--- src/rtl/pwm_timer_pkg.sv ---
package pwm_timer_pkg;

  // register addresses on the write port
  localparam int ADDR_CTRL     = 0;
  localparam int ADDR_PRESCALE = 1;
  localparam int ADDR_EDGE     = 2;
  localparam int ADDR_RELEASE  = 3;
  localparam int MATCH_BASE    = 4;

  // control word, bit2 hold, bit1 pwm mode, bit0 run
  typedef struct packed {
    logic hold;
    logic pwm;
    logic run;
  } ctrl_t;

  localparam int CTRL_BITS = $bits(ctrl_t);

endpackage

--- src/rtl/pwm_prescaler.sv ---
module pwm_prescaler #(
  parameter int PRE_W = 32
) (
  input  logic             clk,
  input  logic             rst_n,
  input  logic             run,
  input  logic             hold,
  input  logic [PRE_W-1:0] limit,
  output logic             tick
);

  logic [PRE_W-1:0] pc_q, pc_n;
  logic             tick_c;

  always_comb begin
    tick_c = run && !hold && (pc_q >= limit);
    pc_n   = pc_q;
    if (hold) begin
      pc_n = '0;
    end else if (run) begin
      pc_n = tick_c ? '0 : pc_q + PRE_W'(1);
    end
  end

  always_ff @(posedge clk or negedge rst_n) begin
    if (!rst_n) begin
      pc_q <= '0;
    end else begin
      pc_q <= pc_n;
    end
  end

  assign tick = tick_c;

endmodule

--- src/rtl/pwm_match_bank.sv ---
module pwm_match_bank
  import pwm_timer_pkg::*;
#(
  parameter int NUM_MATCH = 4,
  parameter int CNT_W     = 32,
  parameter int ADDR_W    = 3
) (
  input  logic                             clk,
  input  logic                             rst_n,
  input  logic                             wr_en,
  input  logic [ADDR_W-1:0]                wr_addr,
  input  logic [CNT_W-1:0]                 wr_data,
  input  logic                             pwm_mode,
  input  logic                             apply,
  output logic [NUM_MATCH-1:0][CNT_W-1:0]  act_q,
  output logic [NUM_MATCH-1:0][CNT_W-1:0]  act_n,
  output logic [NUM_MATCH-1:0]             le_q
);

  logic [NUM_MATCH-1:0][CNT_W-1:0] shadow_q, shadow_n;
  logic [NUM_MATCH-1:0]            le_n;
  logic [NUM_MATCH-1:0]            sel_match;
  logic                            sel_release;

  assign sel_release = wr_en && (wr_addr == ADDR_W'(ADDR_RELEASE));

  for (genvar i = 0; i < NUM_MATCH; i++) begin : g_slot
    assign sel_match[i] = wr_en && (wr_addr == ADDR_W'(MATCH_BASE + i));

    always_comb begin
      shadow_n[i] = sel_match[i] ? wr_data : shadow_q[i];
      if (!pwm_mode) begin
        act_n[i] = shadow_q[i];
      end else if (apply && le_q[i]) begin
        act_n[i] = shadow_q[i];
      end else begin
        act_n[i] = act_q[i];
      end
    end
  end

  always_comb begin
    le_n = apply ? '0 : le_q;
    if (sel_release) begin
      le_n = le_n | wr_data[NUM_MATCH-1:0];
    end
  end

  always_ff @(posedge clk or negedge rst_n) begin
    if (!rst_n) begin
      shadow_q <= '0;
      act_q    <= '0;
      le_q     <= '0;
    end else begin
      shadow_q <= shadow_n;
      act_q    <= act_n;
      le_q     <= le_n;
    end
  end

endmodule

--- src/rtl/pwm_edge_unit.sv ---
module pwm_edge_unit #(
  parameter int CNT_W = 32
) (
  input  logic [CNT_W-1:0] cnt,
  input  logic [CNT_W-1:0] m_set,
  input  logic [CNT_W-1:0] m_clr,
  input  logic             dbl,
  output logic             level
);

  always_comb begin
    if (!dbl) begin
      level = (cnt < m_clr);
    end else if (m_set <= m_clr) begin
      level = (cnt >= m_set) && (cnt < m_clr);
    end else begin
      level = (cnt >= m_set) || (cnt < m_clr);
    end
  end

endmodule

--- src/rtl/pwm_timer_bank.sv ---
module pwm_timer_bank
  import pwm_timer_pkg::*;
#(
  parameter  int NUM_MATCH = 4,
  parameter  int CNT_W     = 32,
  parameter  int PRE_W     = 32,
  localparam int NUM_OUT   = NUM_MATCH - 1,
  localparam int ADDR_W    = $clog2(MATCH_BASE + NUM_MATCH),
  localparam int DATA_W    = (CNT_W > PRE_W) ? CNT_W : PRE_W
) (
  input  logic               clk,
  input  logic               rst_n,
  input  logic               wr_en,
  input  logic [ADDR_W-1:0]  wr_addr,
  input  logic [DATA_W-1:0]  wr_data,
  output logic [CNT_W-1:0]   tc_value,
  output logic [NUM_OUT-1:0] pwm_out
);

  // reset synchroniser
  logic rst_meta_q, rst_q;

  always_ff @(posedge clk or negedge rst_n) begin
    if (!rst_n) begin
      rst_meta_q <= 1'b0;
      rst_q      <= 1'b0;
    end else begin
      rst_meta_q <= 1'b1;
      rst_q      <= rst_meta_q;
    end
  end

  // configuration registers
  logic sel_ctrl, sel_pre, sel_edge;
  ctrl_t                ctrl_q, ctrl_n;
  logic [PRE_W-1:0]     pre_lim_q, pre_lim_n;
  logic [NUM_OUT:2]     dbl_q, dbl_n;

  assign sel_ctrl = wr_en && (wr_addr == ADDR_W'(ADDR_CTRL));
  assign sel_pre  = wr_en && (wr_addr == ADDR_W'(ADDR_PRESCALE));
  assign sel_edge = wr_en && (wr_addr == ADDR_W'(ADDR_EDGE));

  always_comb begin
    ctrl_n    = sel_ctrl ? ctrl_t'(wr_data[CTRL_BITS-1:0]) : ctrl_q;
    pre_lim_n = sel_pre  ? wr_data[PRE_W-1:0] : pre_lim_q;
    dbl_n     = sel_edge ? wr_data[NUM_OUT:2] : dbl_q;
  end

  // prescaler
  logic tick;

  pwm_prescaler #(.PRE_W(PRE_W)) u_pre (
    .clk   (clk),
    .rst_n (rst_q),
    .run   (ctrl_q.run),
    .hold  (ctrl_q.hold),
    .limit (pre_lim_q),
    .tick  (tick)
  );

  // compare bank
  logic [NUM_MATCH-1:0][CNT_W-1:0] act_q, act_n;
  logic [NUM_MATCH-1:0]            le_q;
  logic                            wrap;
  logic [CNT_W-1:0]                tc_q, tc_n;

  assign wrap = tick && ctrl_q.pwm && (tc_q >= act_q[0]);

  pwm_match_bank #(
    .NUM_MATCH (NUM_MATCH),
    .CNT_W     (CNT_W),
    .ADDR_W    (ADDR_W)
  ) u_bank (
    .clk      (clk),
    .rst_n    (rst_q),
    .wr_en    (wr_en),
    .wr_addr  (wr_addr),
    .wr_data  (wr_data[CNT_W-1:0]),
    .pwm_mode (ctrl_q.pwm),
    .apply    (wrap),
    .act_q    (act_q),
    .act_n    (act_n),
    .le_q     (le_q)
  );

  // counter next state
  always_comb begin
    tc_n = tc_q;
    if (ctrl_q.hold) begin
      tc_n = '0;
    end else if (tick) begin
      tc_n = wrap ? '0 : tc_q + CNT_W'(1);
    end
  end

  // per-output edge logic evaluated on next state
  logic [NUM_OUT-1:0] lvl_n, out_n, out_q;

  for (genvar n = 1; n <= NUM_OUT; n++) begin : g_out
    logic dbl_sel;
    if (n == 1) begin : g_first
      assign dbl_sel = 1'b0;
    end else begin : g_rest
      assign dbl_sel = dbl_n[n];
    end

    pwm_edge_unit #(.CNT_W(CNT_W)) u_edge (
      .cnt   (tc_n),
      .m_set (act_n[n-1]),
      .m_clr (act_n[n]),
      .dbl   (dbl_sel),
      .level (lvl_n[n-1])
    );
  end

  assign out_n = ctrl_n.pwm ? lvl_n : '0;

  always_ff @(posedge clk or negedge rst_q) begin
    if (!rst_q) begin
      ctrl_q    <= '0;
      pre_lim_q <= '0;
      dbl_q     <= '0;
      tc_q      <= '0;
      out_q     <= '0;
    end else begin
      ctrl_q    <= ctrl_n;
      pre_lim_q <= pre_lim_n;
      dbl_q     <= dbl_n;
      tc_q      <= tc_n;
      out_q     <= out_n;
    end
  end

  assign tc_value = tc_q;
  assign pwm_out  = out_q;

endmodule

--- config.mk ---
export PLATFORM = sky130hd
export DESIGN_NAME = pwm_timer_bank
export DESIGN_NICKNAME = d
export VERILOG_FILES = /design/src/rtl/pwm_timer_pkg.sv /design/src/rtl/pwm_prescaler.sv /design/src/rtl/pwm_match_bank.sv /design/src/rtl/pwm_edge_unit.sv /design/src/rtl/pwm_timer_bank.sv
export SDC_FILE = /design/constraint.sdc
export NUM_CORES = 1
export LEC_CHECK = 0
export ABC_AREA = 1
export BUFFER_PORTS_ARGS = -buffer_cell sky130_fd_sc_hd__buf_4
export CAP_MARGIN = 20
export CORE_MARGIN = 2
export CORE_UTILIZATION = 50
export DETAILED_ROUTE_END_ITERATION = 10
export PLACE_DENSITY = 0.71
export SETUP_SLACK_MARGIN = 0.05
export SLEW_MARGIN = 20
export SYNTH_ARGS = -nofsm -noshare
export SYNTH_HDL_FRONTEND = slang
export SYNTH_HIERARCHICAL = 1
export SYNTH_SLANG_ARGS = --single-unit
--- constraint.sdc ---
create_clock -name clk -period 12.2 [get_ports clk]
set_clock_uncertainty 0.05 [all_clocks]
set_input_delay 0.61 -clock clk [delete_from_list [all_inputs] [get_ports clk]]
set_output_delay 0.61 -clock clk [all_outputs]
set_load 0.02 [all_outputs]
* Word level (Yosys, flattened, before mapping)
Index checks and enable logic that the tools add are counted.
Operators by class: add/sub/neg operators 2, $lt $le $gt $ge 9, eq/ne operators 8, multiplexer cells 23, bitwise operators 1, reductions and logical operators 23
Operators by type and width (count):
- 32-bit 2-to-1 mux | 14
- 32-bit >= comparator | 4
- 32-bit < comparator | 3
- 32-bit by 1-bit adder with 32-bit output (second input constant) | 2
- 32-bit <= comparator | 2
- 1-bit logical AND | 18
- 3-bit equality test (second input constant) | 4
- 4-bit 2-to-1 mux | 2
- 3-bit by 2-bit equality test with 1-bit output (second input constant) | 2
- 1-bit 2-to-1 mux | 4
- 2-bit 2-to-1 mux | 2
- 4-bit OR | 1
- 3-bit by 1-bit equality test with 1-bit output (second input constant) | 1
- 3-bit logical NOT | 1
- 3-bit 2-to-1 mux | 1
- 1-bit logical OR | 2
- 2-bit by 1-bit != test with 1-bit output (second input constant) | 1
- 2-bit nonzero test | 1
- 1-bit logical NOT | 1
Storage, ports and cells: register bits after elaboration 366, input port bits 38, output and inout bits 35

* Depth between registers and ports, before layout
Gate-level depths: netlist (run 1).
depth after elaboration 13, mapped depth 42, mapped depth without buffers 39

* Modules after synthesis
Netlist (run 1), hierarchy kept.
By module, submodules not included:
- pwm_match_bank | instances 1, cells each 1139, area an instance 10232.3 µm², seq. area each 6506.2 µm²
- pwm_edge_unit | instances 3, cells each 377, area an instance 2379.8 µm², seq. area each 0.0 µm²
- pwm_timer_bank | instances 1, cells each 486, area an instance 4251.6 µm², seq. area each 1851.8 µm²
- pwm_prescaler | instances 1, cells each 525, area an instance 3161.8 µm², seq. area each 800.8 µm²

* Worst setup path before layout (run 1)
No wires, ideal clock.
path kind reg2reg, from register u_pre.pc_q[2], to register out_q[2], in the netlist pwm_out[2], setup time 0.074 ns, arrival 3.857 ns, setup slack 8.219 ns, cell stages (with the launch flop) 36, buffers on the path 2, clock period less this slack 3.981 ns, cell sequence dfrtp_1 > ha_1 > nand2_1 > nor2_1 > nand2_1 > nand3_1 > nand2_1 > nand2_1 > nand2_1 > nand2_1 > nand2_1 > buf_2 > a21oi_1 > buf_2 > nand4_2 > nor2_2 > nand4_2 > nor2_2 > nand2_2 > inv_2 > nand2_1 > nand2_1 > nand2_1 > nor2_1 > ha_1 > a21oi_1 > o21ai_1 > nand2_1 > nand3_1 > a21oi_1 > nand2_2 > nand2_1 > nand2_1 > nand2_1 > inv_1 > nor2_1
On the way: cells in the longest elaborated chain, start to end 12, elaborated cells between the ends (all ways) 21
RTL lines:
- start: declaration | RTL line pwm_prescaler.sv:12 | logic [PRE_W-1:0] pc_q, pc_n;
- start signal: assignment | RTL line pwm_prescaler.sv:29 | pc_q <= pc_n;
- 32-bit >= comparator (*) | RTL line pwm_prescaler.sv:16 | tick_c = run && !hold && (pc_q >= limit);
- 1-bit logical AND (*) | RTL line pwm_prescaler.sv:16
- net tick | RTL line pwm_timer_bank.sv:50 | logic tick;
- 1-bit logical AND (2 in series) | RTL line pwm_timer_bank.sv:67 | assign wrap = tick && ctrl_q.pwm && (tc_q >= act_q[0]);
- 32-bit 2-to-1 mux | RTL line pwm_timer_bank.sv:92 | tc_n = wrap ? '0 : tc_q + CNT_W'(1);
- 32-bit 2-to-1 mux (*) | RTL line pwm_timer_bank.sv:91 | end else if (tick) begin
- 32-bit 2-to-1 mux (*) | RTL line pwm_timer_bank.sv:89 | if (ctrl_q.hold) begin
- net tc_n[27] | RTL line pwm_timer_bank.sv:65 | logic [CNT_W-1:0] tc_q, tc_n;
- 32-bit >= comparator / 32-bit < comparator (equally long branches) | RTL line pwm_edge_unit.sv:15, pwm_edge_unit.sv:17, pwm_edge_unit.sv:13
- 1-bit logical OR / 1-bit logical AND (equally long branches) | RTL line pwm_edge_unit.sv:17, pwm_edge_unit.sv:15
- 1-bit 2-to-1 mux | RTL line pwm_edge_unit.sv:14 | end else if (m_set <= m_clr) begin
- 1-bit 2-to-1 mux (*) | RTL line pwm_edge_unit.sv:12 | if (!dbl) begin
- net lvl_n[2] | RTL line pwm_timer_bank.sv:97 | logic [NUM_OUT-1:0] lvl_n, out_n, out_q;
- 3-bit 2-to-1 mux (*) | RTL line pwm_timer_bank.sv:116 | assign out_n = ctrl_n.pwm ? lvl_n : '0;
- net out_n[2] | RTL line pwm_timer_bank.sv:97
- end signal: assignment | RTL line pwm_timer_bank.sv:130 | out_q <= out_n;
- end: declaration | RTL line pwm_timer_bank.sv:97
The timed path passes the listed nets; every way through them passes the cells marked *. A chain may end at the register's enable or synchronous reset.

==> metrics.md, run 1 <==
| Metric | Value |
|---|---|
| Site row count | `81` |
| Max Slew Vio Count | `0` |
| Horiz. Die Dim | `227 um` |
| Number of antenna violations at the first check in global routing | `0` |
| Total via count in the routed design | `~21000` |
| Number of buffers inserted during clock tree synthesis | `43` |
| Final nets | `between 3000 and 4000` |
| Number of fill cells in the layout | `4617` |
| Count of yosys warnings during synthesis | `6` |
| Share of final-layout standard cells stronger than drive strength 1 | `7.94%` |
| Top_reg_cell synth | `dfrtp_1` |
| Type of destination of the critical path | `flip-flop` |
| Via count of the first global-routing pass | `20900` |
| Layout Area Growth over Synthesis | `10.9%` |
| Type of the most critical hold path | `input port to flip-flop` |
| Routability-driven placement congestion ratio | `0.915` |
| Status | `complete, no violations` |
| Number of register bits inferred by synthesis | `366` |
| Aggregate negative setup slack | `0 ps` |
| Number of post-CTS setup repair buffers | `0` |
| IR drop worst, VDD | `~0.000086 V` |
| Number of DRC markers in iteration 0 | `1595` |
| Final worst-path setup slack | `6320 ps` |
| Gr usage total | `26.8%` |
| Post-synthesis average cell area | `7.55 um^2` |
| Post-cts repair resize count | `0` |
| Max H-tree Level | `2` |
| Final critical-path share of the clock period | `48.2%` |
| Slowest stage cell, crit path | `a21oi_1` |
| Worst rel slew slack | `30.2%` |
| Achievable Freq | `0.170 GHz` |
| Starting density of the core | `roughly 50%` |
| Number of different library cells in the post-synthesis netlist | `41` |
| DRT met1 WL | `~30000 um` |
| CTS tree | `done` |
| Core box area | `49000 um^2` |
| Worst-Margin Slew | `1050 ps` |
| Number of I/O pins | `between 70 and 80` |
| Die Ht | `227 um` |
| Type of the setup path with the least slack | `flip-flop to flip-flop` |
| Via count normalized by instance count | `5.32` |
| Slowest cell delay on critical path | `slightly below 900 ps` |
| Buffer depth of the longest clock path | `3` |
| Post-CTS Hold Fix Bufs | `1` |
| Insertion delay of the later-clocked pin in the worst-skew pair | `580 ps` |
| Largest driver fanout on the critical path | `33` |
| Final Hold Fails | `0` |
| Clock transition time at the flip-flop clock pins of the worst setup and hold paths | `about 70 ps` |
| Iteration count of the initial detailed-routing pass | `6` |
| Number of port buffers | `72` |
| Setup Viol. Count Final | `0` |
| Nature of the critical path startpoint | `flip-flop` |
| Total power per unit cell area | `173 nW/um^2` |
| Number of flops mapped to enable cells by yosys | `0` |
| Cell area after synthesis | `about 25000 um^2` |
| Largest net degree at the start of global routing | `a little over 80` |
| LEAKAGE | `14.9 nW` |
| Wire length of the first global-routing pass | `109000 um` |
| Minimum setup slack after placement | `6340 ps` |
| Share of async-settable or async-resettable flops after synthesis | `100%` |
| Antenna Violating Nets Remaining | `0` |
| Filler-free cell count of the finished design | `4038` |
| Min Tclk post-route | `5880 ps` |
| Cell count after placement | `slightly below 4000` |
| Syn Inst Count | `3281` |
| Full die area | `around 50000 um^2` |
| Clock root buffer master | `clkbuf_16` |
| Total Routed Length | `roughly 67000 um` |
| RSZ-0062 raised after global routing | `no` |
| Required time worst endpoint | `around 13000 ps` |
| Diode count | `0` |
| Avg WL per Cell | `16.6 um` |
| Metal2 WL | `30400 um` |
| Crit-path most repeated cell | `nand2_1` |
| Total number of clock tree sinks | `between 300 and 400` |
| CP arrival | `6300 ps` |
| Reported max-cap violation count | `0` |
| Post-detail-place hpwl | `49200 um` |
| GR Overflow Total | `0` |
| Portion of the post-synthesis area used by sequential elements | `37.0%` |
| Detailed-routed wire length on met3 | `4330 um` |
| Top routing layer in use | `met4` |
| Number of design rule violations left after detail routing | `0` |
-- synth_stat cells, types with 2 or more instances --
| cell | count | share of area (%) |
|---|---|---|
| clkinv_1 | 3 | 0.045 |
| inv_2 | 13 | 0.20 |
| xor2_1 | 15 | 0.53 |
| conb_1 | 2 | 0.030 |
| o211ai_1 | 3 | 0.091 |
| mux2_2 | 29 | 1.3 |
| nor3b_2 | 3 | 0.15 |
| clkbuf_1 | 20 | 0.30 |
| nor3_1 | 18 | 0.36 |
| nand3_2 | 2 | 0.081 |
| and3_1 | 3 | 0.076 |
| ha_1 | 351 | 18 |
| o21a_1 | 15 | 0.45 |
| buf_4 | 25 | 0.76 |
| nand2_2 | 9 | 0.23 |
| o22ai_1 | 2 | 0.050 |
| a21o_1 | 3 | 0.091 |
| nand3_1 | 309 | 6.2 |
| buf_2 | 47 | 0.95 |
| nand2_1 | 1129 | 17 |
| nor2_4 | 5 | 0.23 |
| o21ai_1 | 16 | 0.32 |
| o21bai_1 | 7 | 0.21 |
| nand4_1 | 29 | 0.73 |
| nand4_2 | 2 | 0.10 |
| nor4_1 | 3 | 0.076 |
| a21oi_1 | 168 | 3.4 |
| nor2_2 | 16 | 0.40 |
| a21boi_1 | 3 | 0.091 |
| xnor2_1 | 10 | 0.35 |
| o21ai_0 | 36 | 0.73 |
| inv_1 | 394 | 6.0 |
| nor3_2 | 4 | 0.16 |
| dfrtp_1 | 366 | 37 |
| nor2_1 | 215 | 3.3 |
-- layout make-up --
class | instances | area, um^2 | share of cell area, %
well taps | 664 | 831 | 3.02
multi-input cells | 2413 | 13600 | 49.5
flip-flops and latches | 366 | 9170 | 33.4
repair buffers | 106 | 822 | 2.99
clock inverters | 20 | 264 | 0.961
clock buffers | 59 | 1260 | 4.58
inverters | 410 | 1540 | 5.60
-- path summary, 6_finish.rpt --
path | slack, ps | depth (start not counted) | startpoint | to
hold reg to reg | 290 | 0 | rst_meta_q | rst_q
setup reg to reg | 6320 | 31 | u_pre/pc_q[19] | pwm_out[1]
setup / recovery | 6320 | 31 | u_pre/pc_q[19] | pwm_out[1]
max in group asynchronous | 9440 | 2 | rst_q | ctrl_q[1]
hold / removal | 290 | 3 | wr_data[9] | u_bank/shadow_q[105]
min in group asynchronous | 300 | 2 | rst_n | rst_q
-- layout by cell type (no fill, tap or decap), drive strengths merged --
master       count
a21boi           3
a21o             3
a21oi          169
and3             3
buf            105
bufinv           6
clkbuf          59
clkinv          13
clkinvlp         4
conb             3
dfrtp          366
dlygate4sd3      1
ha             351
inv            407
mux2            29
nand2         1139
nand3          312
nand4           31
nor2           236
nor3            22
nor3b            4
nor4             3
o211ai           3
o21a            15
o21ai           52
o21bai           7
o22ai            2
or2              1
xnor2           10
xor2            15
-- layer usage --
layer / global-route usage, % / vias to the layer above
met5: 0 / -
met4: 9.68 / 0
met3: 4.30 / 126
met2: 43.7 / 619
met1: 36.0 / 10100
li1: - / 10700
-- cells by family (layout without fill, tap and decap cells) --
family / count (synthesis) / after routing / synth area share, %
simple gates: 1751 / 1751 / 29.4
buf+inv: 503 / 595 / 8.26
flops: 366 / 366 / 37.0
fa+ha+maj: 351 / 351 / 17.7
compound gates: 254 / 254 / 5.47
mux: 29 / 29 / 1.32
xor+xnor: 25 / 25 / 0.883
other cells: 2 / 3 / 0.0303
-- per-stage QoR --
stage	total power [mW]	hold slack (ps)	instance area [um^2]	utilization (%)
2_1_floorplan	2.94	264	24800	-
3_3_place_gp	3.32	284	25900	52.9
3_5_place_dp	3.38	289	25900	52.9
4_1_cts	4.79	257	27400	56.1
5_1_grt	5.17	281	27500	56.1
6_report	4.76	286	27500	56.1
-- critical path, delay by kind of cell (launching register included) --
family	cells	cell delay, ps
AOI/OAI and AO/OA	3	1100
DFF	1	440
adders and majority gates	2	620
and+or+nand+nor	19	2270
buffers and inverters	7	1260
-- state kept, by name (all words and copies together), names as in the netlist --
signal           flops
pre_lim_q           32
pwm_out              3
tc_value            32
u_bank/le_q          4
u_pre/pc_q          32
rst_q                1
u_bank/act_q       128
rst_meta_q           1
u_bank/shadow_q    128
ctrl_q               3
dbl_q                2
-- power breakdown --
group | switching (mW) | leakage [nW] | total (mW) | internal, mW
clock | 0.544 | 0.744 | 1.39 | 0.849
combinational | 1.11 | 9.50 | 1.74 | 0.631
sequential | 0.144 | 4.69 | 1.63 | 1.48
total | 1.80 | 14.9 | 4.76 | 2.96
Note: power is estimated with default switching activity, not from simulation.
==> run 2: changes to the inputs <==
- ABC_AREA: 1 -> 0
- PLACE_DENSITY: 0.71 -> 0.74
- clock period: 12.2 -> 4.8 ns (I/O delays scaled with it)
==> run 2 against run 1 <==
  * The run now ends with negative setup slack left
  * Global-route usage increased by 0.47 points
  * Non-clock buffer count increased by 368
  * Clock power increased by 140%
  * Highest routed layer unchanged
==> metrics.md, run 2 <==
| Metric | Value |
|---|---|
| Worst-Margin Slew | `about 1200 ps` |
| Type of destination of the critical path | `flip-flop` |
| LEAKAGE | `15.1 nW` |
| Final Hold Fails | `0` |
| Total power per unit cell area | `450 nW/um^2` |
| Dominant cell by count in the synthesized netlist | `dfrtp_1` |
| Internal power | `8.77 mW` |
| Final critical-path share of the clock period | `113%` |
| Post-Route Utilization | `between 60% and 70%` |
| Largest registers ranked by flip-flop count | `u_bank/act_q (128), u_bank/shadow_q (128)` |
| Number of design rule violations left after detail routing | `0` |
| Via count of the first global-routing pass | `19900` |
| Summed area of non-filler cells in the final layout | `29900 um^2` |
| Share of total power in sequential cells | `about 31%` |
| Total number of clock tree sinks | `366` |
| Cell area after synthesis | `~23000 um^2` |
| Yosys top cell area share | `39.0%` |
| Reported max-cap violation count | `0` |
| Highest-count cells in the layout ignoring fill and taps | `buf_4, dfrtp_1, ha_1` |
| Most frequent standard cell in the layout excluding fill and tap cells | `buf_4` |
| Total via count in the routed design | `18600` |
| Number of buffers inserted during clock tree synthesis | `42` |
| Via count normalized by instance count | `5.69` |
| Switching portion of total power | `34.7%` |
| Cell types with the highest counts after synthesis | `dfrtp_1, ha_1, mux2_2` |
| Gr usage total | `27.3%` |
| Portion of the post-synthesis area used by sequential elements | `about two fifths` |
| Required time worst endpoint | `5240 ps` |
| Post-detail-place hpwl | `between 40000 and 50000 um` |
| Total Routed Length | `64700 um` |
| Largest net degree at the start of global routing | `109` |
| CTS tree | `done` |
| Full die area | `48700 um^2` |
| Number of I/O pins | `73` |
| Layout Area Growth over Synthesis | `27.4%` |
| Number of antenna violations at the first check in global routing | `1` |
| Status | `finished with violations` |
| Number of DRC markers in iteration 0 | `1103` |
| Horiz. Die Dim | `~220 um` |
| Syn Inst Count | `2162` |
| Site row count | `79` |
| Number of different library cells in the post-synthesis netlist | `76` |
| Number of flops mapped to enable cells by yosys | `0` |
| Top_reg_cell synth | `dfrtp_1` |
| Number of port buffers | `72` |
| Iteration count of the initial detailed-routing pass | `7` |
| Type of the most critical hold path | `input port to flip-flop` |
| Min Tclk post-route | `5450 ps` |
| GR Overflow Total | `0` |
| Share of async-settable or async-resettable flops after synthesis | `100%` |
| Nature of the critical path startpoint | `flip-flop` |
| Share of final-layout standard cells stronger than drive strength 1 | `34.5%` |
| Buffer depth of the longest clock path | `3` |
| Final worst-path setup slack | `-645 ps` |
| Final nets | `just over 3000` |
| Diode count | `0` |
| Antenna Violating Nets Remaining | `0` |
| Routability-driven placement congestion ratio | `0.905` |
| Switching power total | `4.66 mW` |
| RSZ-0062 raised after global routing | `yes` |
| Logic pwr share | `43.6%` |
| Starting density of the core | `50.5%` |
| Largest driver fanout on the critical path | `4` |
| Wire length of the first global-routing pass | `104000 um` |
| Die Ht | `221 um` |
| Largest cells by area after synthesis | `dfrtp_1, ha_1, mux2_2, inv_1, a21oi_1` |
| Post-synthesis average cell area | `10.8 um^2` |
| Clock power frac | `between 20% and 30%` |
| Clock transition time at the flip-flop clock pins of the worst setup and hold paths | `60 ps` |
| Total chip power | `~13 mW` |
| Number of register bits inferred by synthesis | `366` |
| Largest area contributor in the netlist | `dfrtp_1` |
| Worst rel slew slack | `19.8%` |
| CP arrival | `5890 ps` |
| Placement-stage cell area | `27200 um^2` |
| Max H-tree Level | `2` |
| Insertion delay of the later-clocked pin in the worst-skew pair | `570 ps` |
| Avg WL per Cell | `19.8 um` |
| Failing checks | `negative setup slack` |
| Setup Viol. Count Final | `3` |
| Achievable Freq | `0.184 GHz` |
| Max Slew Vio Count | `0` |
| Clock root buffer master | `clkbuf_16` |
| IR drop worst, VDD | `0.000326 V` |
| Type of the setup path with the least slack | `flip-flop to flip-flop` |
| Count of yosys warnings during synthesis | `6` |
| Core box area | `46500 um^2` |
run 2: cell count changes after synthesis, sizes merged, moves of 20 or more:
cell / change
a21o: +50
a21oi: -41
and3: +20
and4: +23
buf: -28
inv: -121
mux2: +263
nand2: -1027
nand3: -262
nand4: +25
nor2: -193
nor4: +42
run 2: path summary, 6_finish.rpt:
kind | startpoint | endpoint | slack (ps) | cells past startpoint
setup / recovery | pre_lim_q[0] | pwm_out[2] | -650 | 27
setup reg to reg | pre_lim_q[0] | pwm_out[2] | -650 | 27
hold reg to reg | rst_meta_q | rst_q | 300 | 0
hold / removal | wr_addr[1] | ctrl_q[2] | 140 | 3
max in group asynchronous | rst_q | u_pre/pc_q[3] | 2910 | 1
min in group asynchronous | rst_q | u_bank/act_q[18] | 360 | 0
run 2: cells by family (layout without fill, tap and decap cells):
logic type      Yosys count  count (layout)  share of synthesized area, %
compound gates          340             340                          9.63
simple gates            427             427                          10.9
xor+xnor                 31              31                          1.16
mux                     306             306                          14.6
other cells               2               3                        0.0320
fa+ha+maj               351             351                          18.7
flops                   366             366                          39.0
buf+inv                 339             837                          5.90
run 2: timing repair:
action,CTS,global route
gates resized for setup,77,23
pin swaps,37,12
endpoints found under the setup margin,3,3
hold endpoints to repair,166,0
buffers inserted,32,12
hold buffers,34,0
run 2: power groups by stage:
stage | registers (mW) | clock network [mW] | logic (mW)
2_1_floorplan | 4.14 | 0 | 3.32
3_3_place_gp | 4.19 | 0 | 5.06
3_5_place_dp | 4.24 | 0 | 5.37
4_1_cts | 4.20 | 3.41 | 5.71
5_1_grt | 4.29 | 3.55 | 6.51
6_report | 4.20 | 3.36 | 5.86
run 2: cell type report:
type                    instances  area (um^2)
well taps                     607          759
inverters                     286         1080
clock buffers                  64         1310
multi-input cells            1458        13500
repair buffers                474         3930
fillers                      3423        16600
flip-flops and latches        366         9160
clock inverters                13          148
run 2: metrics by stage:
step                      instances  setup WS, ps  hold WS, ps  TNS, ps
after global routing           3268          -869          151    -2510
final                          3268          -645          138    -1820
after floorplan                2163          -158         -106     -397
after global placement         3113          -906        -26.6    -2500
after detailed placement       3113         -1020        -24.7    -2990
after CTS                      3256          -560          105    -1570
run 2: worst max-delay path, cell delays in order (launching register included):
cell and delay [ps]:
dfrtp_1 390, ha_1 290, nand2b_4 140, a2111o_1 360, a311oi_2 300, a21oi_2 100, nor2_2 110, nor2_1 70
buf_6 150, nand2_4 90, a2111oi_4 50, or2_4 320, buf_6 140, a21boi_4 190, buf_4 190, buf_4 120
mux2_2 360, ha_1 310, nand4_1 200, buf_4 210, or2_2 310, a211oi_2 170, nor4b_2 80, buf_4 160
o21ai_2 180, a211oi_2 90, o21ai_2 100, nor2b_1 130
run 2: metal layers:
metal  routed length (um)  GRT usage [%]
met1                29000           36.1
met2                30800           46.0
met3                 2730           3.59
met4                 2170           9.62
met5                    0              0
